$ cat config.mk
export PLATFORM = sky130hd
export DESIGN_NAME = lsag_top
export DESIGN_NICKNAME = d
export VERILOG_FILES = /design/src/rtl/lsag_pkg.sv /design/src/rtl/lsag_ofs_shift.sv /design/src/rtl/lsag_addr_calc.sv /design/src/rtl/lsag_ctrl.sv /design/src/rtl/lsag_top.sv
export SDC_FILE = /design/constraint.sdc
export NUM_CORES = 1
export LEC_CHECK = 0
export ABC_AREA = 1
export BUFFER_PORTS_ARGS = -buffer_cell sky130_fd_sc_hd__clkbuf_2
export CORE_ASPECT_RATIO = 0.9
export CORE_MARGIN = 5
export CORE_UTILIZATION = 52
export DETAILED_ROUTE_END_ITERATION = 8
export GPL_ROUTABILITY_DRIVEN = 0
export PLACE_DENSITY = 0.87
export REMOVE_ABC_BUFFERS = 1
export SLEW_MARGIN = 20
export SYNTH_ARGS = -nofsm -noshare
export SYNTH_HDL_FRONTEND = slang
export SYNTH_SLANG_ARGS = --single-unit
$ cat constraint.sdc
create_clock -name clk -period 4.7 [get_ports clk]
set_clock_uncertainty 0.2 [all_clocks]
set_input_delay 0.47 -clock clk [delete_from_list [all_inputs] [get_ports clk]]
set_output_delay 0.47 -clock clk [all_outputs]
set_load 0.05 [all_outputs]
$ cat src/rtl/lsag_pkg.sv
package lsag_pkg;

   typedef enum logic [1:0] {
      SH_LSL = 2'd0,
      SH_LSR = 2'd1,
      SH_ASR = 2'd2,
      SH_ROR = 2'd3
   } shift_e;

   typedef struct packed {
      logic acc;
      logic wb;
      logic bad;
      logic flush;
   } lsag_ctl_t;

endpackage

$ cat src/rtl/lsag_ofs_shift.sv
module lsag_ofs_shift
   import lsag_pkg::*;
#(
   parameter int AW       = 32,
   parameter int SHW      = 5,
   parameter bit SHIFT_EN = 1'b1
) (
   input  logic [AW-1:0]  val,
   input  logic [1:0]     kind,
   input  logic [SHW-1:0] amt,
   output logic [AW-1:0]  res
);

   generate
      if (SHIFT_EN) begin : g_shift
         logic [2*AW-1:0] rot_w;
         always_comb begin
            rot_w = {val, val} >> amt;
            unique case (shift_e'(kind))
               SH_LSL:  res = val << amt;
               SH_LSR:  res = val >> amt;
               SH_ASR:  res = $unsigned($signed(val) >>> amt);
               default: res = rot_w[AW-1:0];
            endcase
         end
      end else begin : g_pass
         logic unused_shift;
         assign unused_shift = ^{kind, amt};
         assign res = val;
      end
   endgenerate

endmodule

$ cat src/rtl/lsag_addr_calc.sv
module lsag_addr_calc #(
   parameter int AW       = 32,
   parameter int IW       = 4,
   parameter int PC_IDX   = 15,
   parameter int PC_AHEAD = 8
) (
   input  logic [AW-1:0] base_val,
   input  logic [IW-1:0] base_idx,
   input  logic [AW-1:0] insn_addr,
   input  logic [AW-1:0] ofs,
   input  logic          ofs_add,
   input  logic          pre_idx,
   output logic [AW-1:0] acc_addr,
   output logic [AW-1:0] adj_addr
);

   localparam logic [IW-1:0] PC_SEL = IW'(PC_IDX);
   localparam logic [AW-1:0] AHEAD  = AW'(PC_AHEAD);

   logic [AW-1:0] base_eff;

   always_comb begin
      base_eff = (base_idx == PC_SEL) ? insn_addr + AHEAD : base_val;
      adj_addr = ofs_add ? base_eff + ofs : base_eff - ofs;
      acc_addr = pre_idx ? adj_addr : base_eff;
   end

endmodule

$ cat src/rtl/lsag_ctrl.sv
module lsag_ctrl
   import lsag_pkg::*;
#(
   parameter int IW     = 4,
   parameter int PC_IDX = 15
) (
   input  logic          issue_vld,
   input  logic          wb_req,
   input  logic          is_load,
   input  logic [IW-1:0] base_idx,
   input  logic [IW-1:0] dst_idx,
   output lsag_ctl_t     ctl
);

   localparam logic [IW-1:0] PC_SEL = IW'(PC_IDX);

   always_comb begin
      ctl.bad   = issue_vld && wb_req && (dst_idx == base_idx);
      ctl.acc   = issue_vld && !ctl.bad;
      ctl.wb    = ctl.acc && wb_req;
      ctl.flush = ctl.acc && is_load && (dst_idx == PC_SEL);
   end

endmodule

$ cat src/rtl/lsag_top.sv
module lsag_top
   import lsag_pkg::*;
#(
   parameter int AW       = 32,
   parameter int IW       = 4,
   parameter int IMM_W    = 12,
   parameter int PC_IDX   = 15,
   parameter int PC_AHEAD = 8,
   parameter bit SHIFT_EN = 1'b1,
   localparam int SHW     = $clog2(AW)
) (
   input  logic             clk,
   input  logic             rst_n,
   input  logic             issue_vld,
   input  logic [AW-1:0]    base_val,
   input  logic [IW-1:0]    base_idx,
   input  logic [AW-1:0]    insn_addr,
   input  logic [IMM_W-1:0] ofs_imm,
   input  logic             ofs_use_reg,
   input  logic [AW-1:0]    ofs_reg,
   input  logic [1:0]       sh_type,
   input  logic [SHW-1:0]   sh_amt,
   input  logic             ofs_add,
   input  logic             pre_idx,
   input  logic             wb_req,
   input  logic             is_load,
   input  logic             is_byte,
   input  logic [IW-1:0]    dst_idx,
   output logic             acc_vld,
   output logic [AW-1:0]    acc_addr,
   output logic             acc_load,
   output logic             acc_byte,
   output logic             wb_en,
   output logic [AW-1:0]    wb_val,
   output logic             illegal,
   output logic             flush_req
);

   generate
      if (AW < 8) begin : g_bad_aw
         $error("lsag_top: AW must be at least 8");
      end
      if (IMM_W >= AW || IMM_W < 1) begin : g_bad_imm
         $error("lsag_top: IMM_W must lie in 1..AW-1");
      end
      if (PC_IDX >= (1 << IW)) begin : g_bad_pc
         $error("lsag_top: PC_IDX does not fit in IW bits");
      end
   endgenerate

   logic [AW-1:0] shifted_w;
   logic [AW-1:0] ofs_w;
   logic [AW-1:0] acc_addr_w;
   logic [AW-1:0] adj_addr_w;
   lsag_ctl_t     ctl_w;

   lsag_ofs_shift #(
      .AW       (AW),
      .SHW      (SHW),
      .SHIFT_EN (SHIFT_EN)
   ) u_shift (
      .val  (ofs_reg),
      .kind (sh_type),
      .amt  (sh_amt),
      .res  (shifted_w)
   );

   assign ofs_w = ofs_use_reg ? shifted_w : {{(AW-IMM_W){1'b0}}, ofs_imm};

   lsag_addr_calc #(
      .AW       (AW),
      .IW       (IW),
      .PC_IDX   (PC_IDX),
      .PC_AHEAD (PC_AHEAD)
   ) u_addr (
      .base_val  (base_val),
      .base_idx  (base_idx),
      .insn_addr (insn_addr),
      .ofs       (ofs_w),
      .ofs_add   (ofs_add),
      .pre_idx   (pre_idx),
      .acc_addr  (acc_addr_w),
      .adj_addr  (adj_addr_w)
   );

   lsag_ctrl #(
      .IW     (IW),
      .PC_IDX (PC_IDX)
   ) u_ctrl (
      .issue_vld (issue_vld),
      .wb_req    (wb_req),
      .is_load   (is_load),
      .base_idx  (base_idx),
      .dst_idx   (dst_idx),
      .ctl       (ctl_w)
   );

   always_ff @(posedge clk) begin
      if (!rst_n) begin
         acc_vld   <= 1'b0;
         wb_en     <= 1'b0;
         illegal   <= 1'b0;
         flush_req <= 1'b0;
         acc_addr  <= '0;
         wb_val    <= '0;
         acc_load  <= 1'b0;
         acc_byte  <= 1'b0;
      end else begin
         acc_vld   <= ctl_w.acc;
         wb_en     <= ctl_w.wb;
         illegal   <= ctl_w.bad;
         flush_req <= ctl_w.flush;
         acc_addr  <= acc_addr_w;
         wb_val    <= adj_addr_w;
         acc_load  <= is_load;
         acc_byte  <= is_byte;
      end
   end

endmodule

==> results of run 1 <==
-- per-layer routing --
metal,GRT usage,overflow
met5,0.589,1
met4,0.704,5
met3,0.738,2
met2,0.870,8
met1,0.740,7
-- cells in the mapped netlist (all sizes together) (3+ instances only) --
library cell / count / share of area
a21boi: 3 / 0.0022
a21oi: 86 / 0.043
a221oi: 3 / 0.0026
a31oi: 11 / 0.0068
buf: 61 / 0.038
clkbuf: 32 / 0.012
dfxtp: 70 / 0.14
ha: 33 / 0.041
inv: 118 / 0.045
nand2: 569 / 0.23
nand3: 404 / 0.21
nand3b: 3 / 0.0022
nand4: 20 / 0.013
nor2: 153 / 0.063
nor3: 20 / 0.011
nor4: 6 / 0.0037
o211ai: 17 / 0.013
o21ai: 78 / 0.039
o21bai: 4 / 0.0030
o221ai: 3 / 0.0026
or2: 3 / 0.0019
xnor2: 27 / 0.023
xor2: 43 / 0.037
-- kinds of logic after synthesis --
kind of cell    after synthesis  synth area share
flops                        70             0.139
buf+inv                     213            0.0956
fa+ha+maj                    34            0.0430
xor+xnor                     70            0.0608
compound gates              215             0.122
simple gates               1180             0.540
-- through the flow --
step	std cells	cell area, µm²	utilization
after floorplan	1689	9570	-
after global placement	2413	13100	0.686
after detailed placement	2413	13100	0.686
after CTS	2430	13500	0.707
-- what timing repair did --
action / CTS
endpoints found under the setup margin: 21
pin swaps: 8
setup buffers: 1
gates resized for setup: 27
==> metrics.yaml, run 1 <==
run_status:
  status: "did not finish"
  stop_stage: "global routing"
  tool.error: "[ERROR GRT-0232] Routing congestion too high. Check the congestion heatmap in the GUI."
floorplanning:
  die_x_um: 157
  top_level_ports: 202
  die_height_um: 142
  rows: 48
  start_util: 0.528
clocking:
  cts_buffer_depth: 2
  cts_made_buffers: 9
  cts-root-buf: "clkbuf_16"
  cts_hold_buffers: 0
  clkSinkCount: 70
  htreeDepth: 3
synth:
  synth_edf_count: 0
  syn_avg_cell_area_um2: 5.65
  ys_seq_area_frac: 0.139
  synth_ff_type: "dfxtp_1"
  synth-async-reset-ratio: 0
  netlist_instances: 1782
  synth-warning-count: 0
  synth_area_um2: 10100
  synth_cell_types: 52
  synth_seq_cells: 70
placement:
  dpl.hpwl_um: 34300
  portBuffers: 201
  dpl_worst_slack_ps: -401
grt:
  grtUsageTotal: 0.767
  grt_max_degree: 62
  antenna_found_initial: 6
  overflow: 23
timing:
  worst_endpoint: "acc_addr[29]$_SDFF_PN0_/D"
  worst-ep-kind: "register input"
==> run 2, diff against run 1 <==
- CORE_ASPECT_RATIO: 0.9 -> not set
- CORE_UTILIZATION: 52 -> 37
- PLACE_DENSITY: 0.87 -> not set
- PLACE_DENSITY_LB_ADDON: not set -> 0.15
- clock period: 4.7 -> 6.1 ns (I/O delays scaled with it)
==> run 2 against run 1 <==
  * The run now ends clean
  * Synthesized cell count unchanged
  * Synthesized area is the same
==> metrics.yaml, run 2 <==
run_status:
  status: "complete, no violations"
setup_path:
  critPathLaunchType: "input pin"
  cp-end-kind: "register"
  cp_common_cell: "nand2_1"
  cp.arrival_ps: 5450
  critPathSlowestCell: "fa_1"
  max_stage_delay_ps: 460
  cp.required_ps: 6140
  worst-setup-path-type: "in -> reg"
  worstSetupStartpoint: "sh_amt[0]"
  crit_fanout: 26
synth:
  synth_compound_area_frac: 0.122  # unchanged
  synth-warning-count: 0  # unchanged
  muxShareOfSynthArea: 0  # unchanged
  synthSimpleGateAreaFrac: 0.540  # unchanged
  synth_fa_ha_area_frac: 0.0430  # unchanged
  synth_top_family_by_area: "simple AND/OR/NAND/NOR gates"
  synthTopCellsByCount: "nand2_1 (524), nand3_1 (379), nor2_1 (139)"
  synth_edf_count: 0  # unchanged
  synth_xor_area_frac: 0.0608  # unchanged
  synth-async-reset-ratio: 0  # unchanged
  synth_area_um2: 10100  # unchanged
  netlist_instances: 1782  # unchanged
  synth_cell_types: 52  # unchanged
  yosysTopAreaCell: "nand2_1"
  synth_ff_type: "dfxtp_1"
  syn_avg_cell_area_um2: 5.65  # unchanged
  yosys.cell_count.top_type: "nand2_1"
  yosysTopAreaCellShare: 0.195  # unchanged
  synthTopCellsByArea: "nand2_1 (20%), nand3_1 (19%), dfxtp_1 (14%), nor2_1 (5.2%), a21oi_1 (4.3%)"
  ys_seq_area_frac: 0.139  # unchanged
  synth_seq_cells: 70  # unchanged
grt:
  grt_max_degree: 64
  grtUsageTotal: 0.247
  first_global_vias: 11600
  overflow: 0
  grt_pass1_wl_um: 62000
  antenna_found_initial: 0
layout:
  diodes: 0
  fillers: 3009
  syn_to_final_growth_pct: 15.7
  design_area_um2: 11700
  drive_above_1_share: 0.182
  final_cell_mix: "nand2_1 (524), nand3_1 (379), clkbuf_2 (201)"
  fin_nets: 2102
  layoutNonFillerInstCount: 2282
  final_common_cell: "nand2_1"
  top_regs: "acc_addr: 32 flops, wb_val: 32 flops"
  final_util: 0.434
timing:
  hold_viol_final: 0
  max_slew_margin: 0.371
  setup_viol: 0
  max_freq_mhz: 185
  slew_viol_final: 0
  min_period_over_period: 0.886
  worst_pin_slew_ps: 942
  rsz0062_at_grt: "false"
  fin_crit_ps: 5410
  tns_ps: 0
pwr:
  p_total_mw: 2.67
  p_leak_nw: 6.10
  vdd.ir_drop.worst_v: 0.000148
  power_density_nw_per_um2: 229
drt:
  wl_um: 39500
  postRouteAntennaNets: 0
  via_per_inst: 5.49
  dr.pass1.iters: 5
  num_vias: 12500
  drt_iter0_markers: 1623
  drc: 0
  wl_per_cell_um: 17.3
clocking:
  cts_made_buffers: 9  # unchanged
  clkSinkCount: 70  # unchanged
  post_cts_buffers: 0  # -1
  cts.repair.resized: 0  # -100%
  cts_hold_buffers: 0  # unchanged
  clk_pin_slew_worst_paths_ps: 60
  htreeDepth: 3  # unchanged
  tritoncts: "done"
  cts-root-buf: "clkbuf_16"
  cts_buffer_depth: 2  # unchanged
floorplanning:
  rows: 60  # +25%
  coreArea_um2: 26900
  start_util: 0.375  # -0.153
  die_area_um2: 30600
  die_height_um: 175  # +23%
  top_level_ports: 202  # unchanged
  die_x_um: 175  # +12%
placement:
  dpl_cell_area_um2: 11300  # -13%
  portBuffers: 201  # unchanged
  dp_cells: 2266  # -6.1%
  dpl.hpwl_um: 31700  # -7.4%
worst_hold_path:
  hp-class: "in -> reg"
  min_from: "is_byte"
run:
  drv_cap: 0
[run 2: cell counts after synthesis]
Identical to the previous run, type by type.
[run 2: final cells by class]
| cell class | instances | area, µm² | share of cell area |
|---|---|---|---|
| clock inverters | 6 | 68.8 | 0.00590 |
| repair buffers | 236 | 1340 | 0.115 |
| flip-flops and latches | 70 | 1400 | 0.120 |
| clock buffers | 10 | 239 | 0.0205 |
| multi-input cells | 1499 | 7720 | 0.662 |
| inverters | 120 | 458 | 0.0393 |
| well taps | 341 | 427 | 0.0366 |
[run 2: cell families after synthesis]
logic type	count (synthesis)
AO/OA/AOI/OAI	215
XOR/XNOR	70
adder cells (fa/ha/maj)	34
buffers and inverters	213
flip-flops	70
AND/OR/NAND/NOR	1180
[run 2: per-layer routing]
metal  share of wire  track usage  wire [µm]  up-vias
met5               0            0          0        -
met4           0.024       0.0632        943        0
met3           0.079       0.0387       3120       60
met2            0.44        0.394      17500      544
met1            0.45        0.349      17900     5657
li1                -            -          -     6272
[run 2: through the flow]
stage	hold slack (ps)	setup slack, ps
6_report	247	693
5_1_grt	270	208
4_1_cts	238	760
3_5_place_dp	599	422
3_3_place_gp	592	505
2_1_floorplan	499	-1170
[run 2: worst paths after layout]
kind / endpoint / cells past startpoint
setup / recovery: acc_addr[30] / 35
hold / removal: acc_byte / 3
[run 2: where the power goes]
| part | leakage, nW | total [mW] | switching [mW] | internal, mW |
|---|---|---|---|---|
| Clock | 0.149 | 0.540 | 0.210 | 0.330 |
| Sequential | 0.584 | 0.580 | 0.0311 | 0.549 |
| Combinational | 5.37 | 1.55 | 1.10 | 0.447 |
| Total | 6.10 | 2.67 | 1.34 | 1.33 |
[run 2: worst max-delay path: cells and delay by family]
| kind | cells | cell delay (ps) |
|---|---|---|
| xor gates and xnor gates | 1 | 220 |
| adders and majority gates | 2 | 720 |
| and+or+nand+nor | 19 | 1720 |
| AOI/OAI and AO/OA | 7 | 1400 |
| buffers and inverters | 6 | 740 |
No activity file was read; power rests on OpenSTA's default activity.
==> run 3, diff against run 2 <==
- ABC_AREA: 1 -> not set
==> run 3 against run 2 <==
  * Flip-flop and latch count did not move
  * Sequential share of layout area fell by 3.3 points
  * Routed wire length rose by 40%
  * Global-route usage rose by 4.5 points
  * Die area rose by 19%
  * Via count rose by 16%
  * Largest cell class unchanged
==> metrics.yaml, run 3 <==
grt:
  grt_pass1_wl_um: 83200  # +34%
  grtUsageTotal: 0.293  # +0.0452
  grt_max_degree: 62  # -3.1%
  antenna_found_initial: 0  # unchanged
  overflow: 0  # unchanged
  first_global_vias: 14000  # +20%
timing:
  tns_ps: 0  # unchanged
  max_freq_mhz: 170  # -8.2%
  worst_pin_slew_ps: 850  # -91.7 ps
  slew_viol_final: 0  # unchanged
  hold_viol_final: 0  # unchanged
  min_period_over_period: 0.965  # +0.0789
  max_slew_margin: 0.428  # +0.0566
  fin_crit_ps: 5890  # +481 ps
  setup_viol: 0  # unchanged
drt:
  wl_met1_um: 21700  # +21%
  drc: 0  # unchanged
  met3_length_um: 6030  # +93%
  via_per_inst: 6.13  # +12%
  highest_layer: "met4"
  wl_per_cell_um: 23.3  # +35%
  postRouteAntennaNets: 0  # unchanged
  dr.pass1.iters: 9  # +4
  drt_iter0_markers: 1897  # +17%
  num_vias: 14600  # +16%
  met2WireLength_um: 24300  # +39%
  wl_um: 55500  # +40%
placement:
  portBuffers: 201  # unchanged
  dpl_cell_area_um2: 15700  # +38%
  dpl.hpwl_um: 43900  # +38%
  dp_cells: 2361  # +4.2%
floorplanning:
  rows: 66  # +10%
  die_area_um2: 36300  # +19%
  top_level_ports: 202  # unchanged
  die_x_um: 191  # +8.9%
  coreArea_um2: 32400  # +20%
  die_height_um: 191  # +8.9%
  start_util: 0.373  # -0.00219
synth:
  ys_seq_area_frac: 0.116  # -0.0229
  synth_fa_ha_area_frac: 0.0359  # -0.00708
  synth_xor_area_frac: 0.0639  # +0.00303
  synth_top_family_by_area: "multiplexers"
  synthTopCellsByCount: "nand2_1 (153), nor2_1 (137), mux2i_1 (97)"
  yosysTopAreaCellShare: 0.144  # -0.0515
  synth_cell_types: 89  # +71%
  synth_area_um2: 12100  # +20%
  synth_edf_count: 0  # unchanged
  synth-warning-count: 0  # unchanged
  synthTopCellsByArea: "mux4_2 (14%), dfxtp_1 (12%), mux2i_1 (8.0%), nand2_1 (4.8%), nor2_1 (4.3%)"
  synth_compound_area_frac: 0.225  # +0.104
  synth-async-reset-ratio: 0  # unchanged
  synth_ff_type: "dfxtp_1"
  muxShareOfSynthArea: 0.278  # +0.278
  syn_avg_cell_area_um2: 7.96  # +41%
  synth_seq_cells: 70  # unchanged
  synthSimpleGateAreaFrac: 0.214  # -0.326
  yosys.cell_count.top_type: "nand2_1"
  yosysTopAreaCell: "mux4_2"
  netlist_instances: 1515  # -15%
clocking:
  cts_made_buffers: 9  # unchanged
  clk_pin_slew_worst_paths_ps: 60  # about the same
  tritoncts: "done"
  cts_buffer_depth: 2  # unchanged
  htreeDepth: 3  # unchanged
  clkSinkCount: 70  # unchanged
  cts-root-buf: "clkbuf_16"
  cts_hold_buffers: 0  # unchanged
pwr:
  p_seq_frac: 0.173  # -0.044
  vdd.ir_drop.worst_v: 0.000174  # +17%
  power_density_nw_per_um2: 210  # -8.4%
  power.internal_mw: 1.84  # +39%
  p_switching_mw: 1.54  # +15%
  power.share.clock: 0.179  # -0.023
  comb_power_share: 0.648  # +0.068
  p_sw_frac: 0.456  # -0.0475
  p_leak_nw: 7.14  # +17%
setup_path:
  cp-end-kind: "register"
  worstSetupStartpoint: "sh_amt[0]"
  worst-setup-path-type: "in -> reg"
  cp_common_cell: "a21o_1"
  cp.required_ps: 6140  # about the same
  crit_fanout: 21  # -19%
  critPathLaunchType: "input pin"
  critPathSlowestCell: "mux4_2"
  cp.arrival_ps: 5930  # +480 ps
  max_stage_delay_ps: 560  # +100 ps
layout:
  top_regs: "acc_addr: 32 flops, wb_val: 32 flops"
  diodes: 0  # unchanged
  syn_to_final_growth_pct: 33.9
  drive_above_1_share: 0.373  # +0.191
  fillers: 3232  # +7.4%
  design_area_um2: 16200  # +39%
  fin_nets: 2099  # -0.14%
  final_cell_mix: "buf_4 (337), clkbuf_2 (197), nand2_1 (153)"
  final_common_cell: "buf_4"
  layoutNonFillerInstCount: 2380  # +4.3%
worst_hold_path:
  hp-class: "in -> reg"
  min_from: "is_byte"
  min_path_cells: 2  # -1
  hold_path_end: "acc_byte"
run_status:
  status: "complete, no violations"
run:
  drv_cap: 0  # unchanged
-- run 3: cell count changes in the layout (fill, tap and decap cells not counted), moves of 24 or more --
cell and delta:
nand2_1 -371, nand3_1 -328, buf_4 +308, mux2i_1 +96
inv_1 -90, mux4_2 +77, mux2_2 +41, and2_1 +40
a21oi_1 -33, nand2_2 -30, o22ai_1 +30, a21o_1 +25
xnor2_1 +24
-- run 3: how the worst max path moves through the flow --
| stage | end | cells past startpoint | slack [ps] |
|---|---|---|---|
| after floorplan | acc_addr[29] | 22 | 600 |
| after global placement | acc_addr[29] | 27 | -200 |
| after detailed placement | acc_addr[29] | 26 | -190 |
| after CTS | acc_addr[29] | 27 | 160 |
| after global routing | wb_val[29] | 27 | -30 |
| final | acc_addr[29] | 26 | 210 |
-- run 3: kinds of logic (layout without fill, tap and decap cells) --
kind of cell | Yosys count | in the layout
and+or+nand+nor | 530 | 530
adders and majority gates | 34 | 34
AOI/OAI and AO/OA | 391 | 391
xor gates and xnor gates | 88 | 88
buffers and inverters | 171 | 594
DFF | 70 | 70
muxes | 231 | 231
-- run 3: metrics by stage --
stage,util,power [mW],setup WS [ps],hold slack [ps]
finish,0.499,3.39,212,275
CTS,0.494,3.34,156,256
floorplan,-,1.83,596,509
detailed placement,0.484,2.72,-187,621
global route,0.499,3.56,-32.0,271
global placement,0.484,2.71,-204,621
-- run 3: per-layer routing --
layer	track usage	up-vias
met3	0.0666	261
li1	-	6574
met1	0.373	6770
met4	0.155	0
met5	0	-
met2	0.462	990
-- run 3: critical path: cells and delay by family --
kind / cells / cell delay [ps]
AO/OA/AOI/OAI: 12 / 2300
XOR/XNOR: 1 / 160
adder cells (fa/ha/maj): 1 / 310
buffers and inverters: 4 / 650
multiplexers: 3 / 940
AND/OR/NAND/NOR: 5 / 950
-- run 3: layout make-up --
type                            instances  area [µm²]  share of cell area
Multi-Input combinational cell       1274        9930               0.615
Timing Repair Buffer                  550        3820               0.236
Sequential cell                        70        1400              0.0867
Tap cell                              442         553              0.0342
Clock buffer                            9         225              0.0139
Clock inverter                          7         123             0.00759
Inverter                               28         105             0.00651
-- run 3: what timing repair did --
item,in CTS,in global routing
endpoints found under the setup margin,0,17
gates resized for setup,0,28
setup buffers,0,2
-- run 3: power groups by stage --
stage	Clock, mW	Combinational (mW)	Sequential [mW]
final	0.605	2.20	0.587
after global routing	0.636	2.33	0.596
after CTS	0.620	2.14	0.588
after detailed placement	0	2.13	0.597
after global placement	0	2.11	0.599
after floorplan	0	0.890	0.938
==> run 4, diff against run 3 <==
--- a/config.mk
+++ b/config.mk
@@ -12,2 +12,3 @@
 export GPL_ROUTABILITY_DRIVEN = 0
+export GPL_TIMING_DRIVEN = 1
 export PLACE_DENSITY_LB_ADDON = 0.15
==> constraint.sdc (replaced) <==
create_clock -name clk -period 6.1 [get_ports clk]
set_clock_uncertainty 0.2 [all_clocks]
set_input_delay 1.22 -clock clk [delete_from_list [all_inputs] [get_ports clk]]
set_output_delay 1.22 -clock clk [all_outputs]
set_load 0.05 [all_outputs]
==> run 4 against run 3 <==
  * Sequential share of layout area down 1.0 points
  * Critical endpoint is now wb_val[27]
  * Combinational power increased by 11%
  * Non-clock buffer count is 199 higher
  * Critical path depth rose by 1
  * Flip-flop and latch count did not move
  * Core utilization increased by 6.7 points
  * Hold slack gained 610 ps
  * Highest routed layer unchanged
  * Critical path type unchanged
  * Setup slack worse by 180 ps
==> metrics.yaml, run 4 (synthesis gave the netlist of run 3 again) <==
floorplanning:
  start_util: 0.373  # unchanged
  die_height_um: 191  # unchanged
  die_x_um: 191  # unchanged
  die_area_um2: 36300  # unchanged
  coreArea_um2: 32400  # unchanged
  rows: 66  # unchanged
  top_level_ports: 202  # unchanged
grt:
  first_global_vias: 14900  # +6.9%
  grtUsageTotal: 0.303  # +0.0106
  overflow: 0  # unchanged
  grt_pass1_wl_um: 86500  # +4.1%
  grt_max_degree: 43  # -31%
  antenna_found_initial: 0  # unchanged
setup_path:
  cp.required_ps: 6120  # -20 ps
  crit_fanout: 10  # -52%
  max_stage_delay_ps: 460  # -100 ps
  path_delay_family: "compound AO/OA/AOI/OAI gates"
  cp_num_buf_inv: 5  # +1
  critPathSlowestCell: "mux4_2"
  cp-end-kind: "register"
  cp.arrival_ps: 6080  # +150 ps
  cp_common_cell: "a21o_1"
  critPathLaunchType: "input pin"
  worst-setup-path-type: "in -> reg"
drt:
  drc: 0  # unchanged
  drt_iter0_markers: 2021  # +6.5%
  postRouteAntennaNets: 0  # unchanged
  via_per_inst: 5.97  # -2.6%
  met2WireLength_um: 26000  # +6.9%
  dr.pass1.iters: 8  # -1
  wl_um: 58000  # +4.6%
  wl_met1_um: 22000  # +1.6%
  met3_length_um: 6060  # +0.55%
  wl_per_cell_um: 22.5  # -3.5%
  highest_layer: "met4"
  num_vias: 15400  # +5.5%
run:
  drv_cap: 0  # unchanged
layout:
  drive_above_1_share: 0.465  # +0.0916
  final_cell_mix: "buf_4 (514), clkbuf_2 (189), nand2_1 (151)"
  final_util: 0.566  # +0.0669
  top_regs: "acc_addr: 32 flops, wb_val: 32 flops"
  final_common_cell: "buf_4"
  syn_to_final_growth_pct: 51.9
  layoutNonFillerInstCount: 2579  # +8.4%
  design_area_um2: 18300  # +13%
  diodes: 0  # unchanged
  fin_nets: 2298  # +9.5%
clocking:
  htreeDepth: 3  # unchanged
  cts_buffer_depth: 2  # unchanged
  cts_hold_buffers: 0  # unchanged
  tritoncts: "done"
  clkSinkCount: 70  # unchanged
  clk_pin_slew_worst_paths_ps: 60  # about the same
  cts_made_buffers: 9  # unchanged
  cts-root-buf: "clkbuf_16"
timing:
  max_slew_margin: 0.455  # +0.0267
  setup_viol: 0  # unchanged
  max_freq_mhz: 165  # -2.9%
  worst_pin_slew_ps: 807  # -43.2 ps
  min_period_over_period: 0.994  # +0.0291
  slew_viol_final: 0  # unchanged
  hold_viol_final: 0  # unchanged
  rsz0062_at_grt: "true"
  fin_crit_ps: 6070  # +177 ps
pwr:
  power_density_nw_per_um2: 196  # -6.5%
  p_leak_nw: 8.29  # +16%
  vdd.ir_drop.worst_v: 0.000172  # -1.5%
placement:
  dp_cells: 2526  # +7.0%
  dpl_cell_area_um2: 16900  # +8.1%
  dpl.hpwl_um: 46900  # +6.6%
  portBuffers: 201  # unchanged
run_status:
  status: "complete, no violations"
worst_hold_path:
  hp-class: "in -> reg"
==> run 4: cell count changes in the layout (fill, tap and decap cells not counted), sizes merged <==
cell | before | now
bufinv | 3 | 2
buf | 352 | 556
clkbuf | 207 | 203
==> run 4: what timing repair did <==
action / in CTS / in global routing
gates resized for setup: 49 / 125
setup buffers: 12 / 22
setup endpoints to repair: 22 / 31
pin swaps: 19 / 61
cloned: 0 / 3
==> run 4: metrics by stage <==
step           power, mW  hold WS, ps  setup TNS [ps]  setup slack, ps
6_report            3.59          881               0             34.8
5_1_grt             3.78          883           -1790             -219
4_1_cts             3.46          868               0             6.99
3_5_place_dp        2.84         1220          -15700             -804
3_3_place_gp        2.83         1230          -14640             -782
2_1_floorplan       1.83         1120           -13.8            -13.8
==> run 4: worst paths after layout <==
kind                    start    endpoint  slack [ps]  cells after the start
setup / recovery  ofs_reg[20]  wb_val[27]          30                     27
hold / removal        is_load    acc_load         880                      3
==> run 4: report_power, final <==
part           switching (mW)  internal [mW]  leakage (nW)  total [mW]
sequential             0.0301          0.557         0.583       0.587
combinational            1.39           1.06          7.56        2.45
clock                   0.192          0.367         0.154       0.559
==> run 4: routing by layer <==
metal,up-vias,global-route usage
met1,7158,0.373
li1,6970,-
met3,282,0.0672
met5,-,0
met4,0,0.159
met2,991,0.496
==> run 4: tightest hold or removal path, cell delays in order <==
cell      delay, ps
clkbuf_2         70
nand2_1          50
inv_1            40
==> run 4: layout make-up <==
cell class	instances	area, µm²
clock buffer	10	239
tap	442	553
inverter	28	105
multi-input combinational	1274	10400
fill	3049	14000
timing repair buffer	749	5530
clock inverter	6	85.1
sequential	70	1400
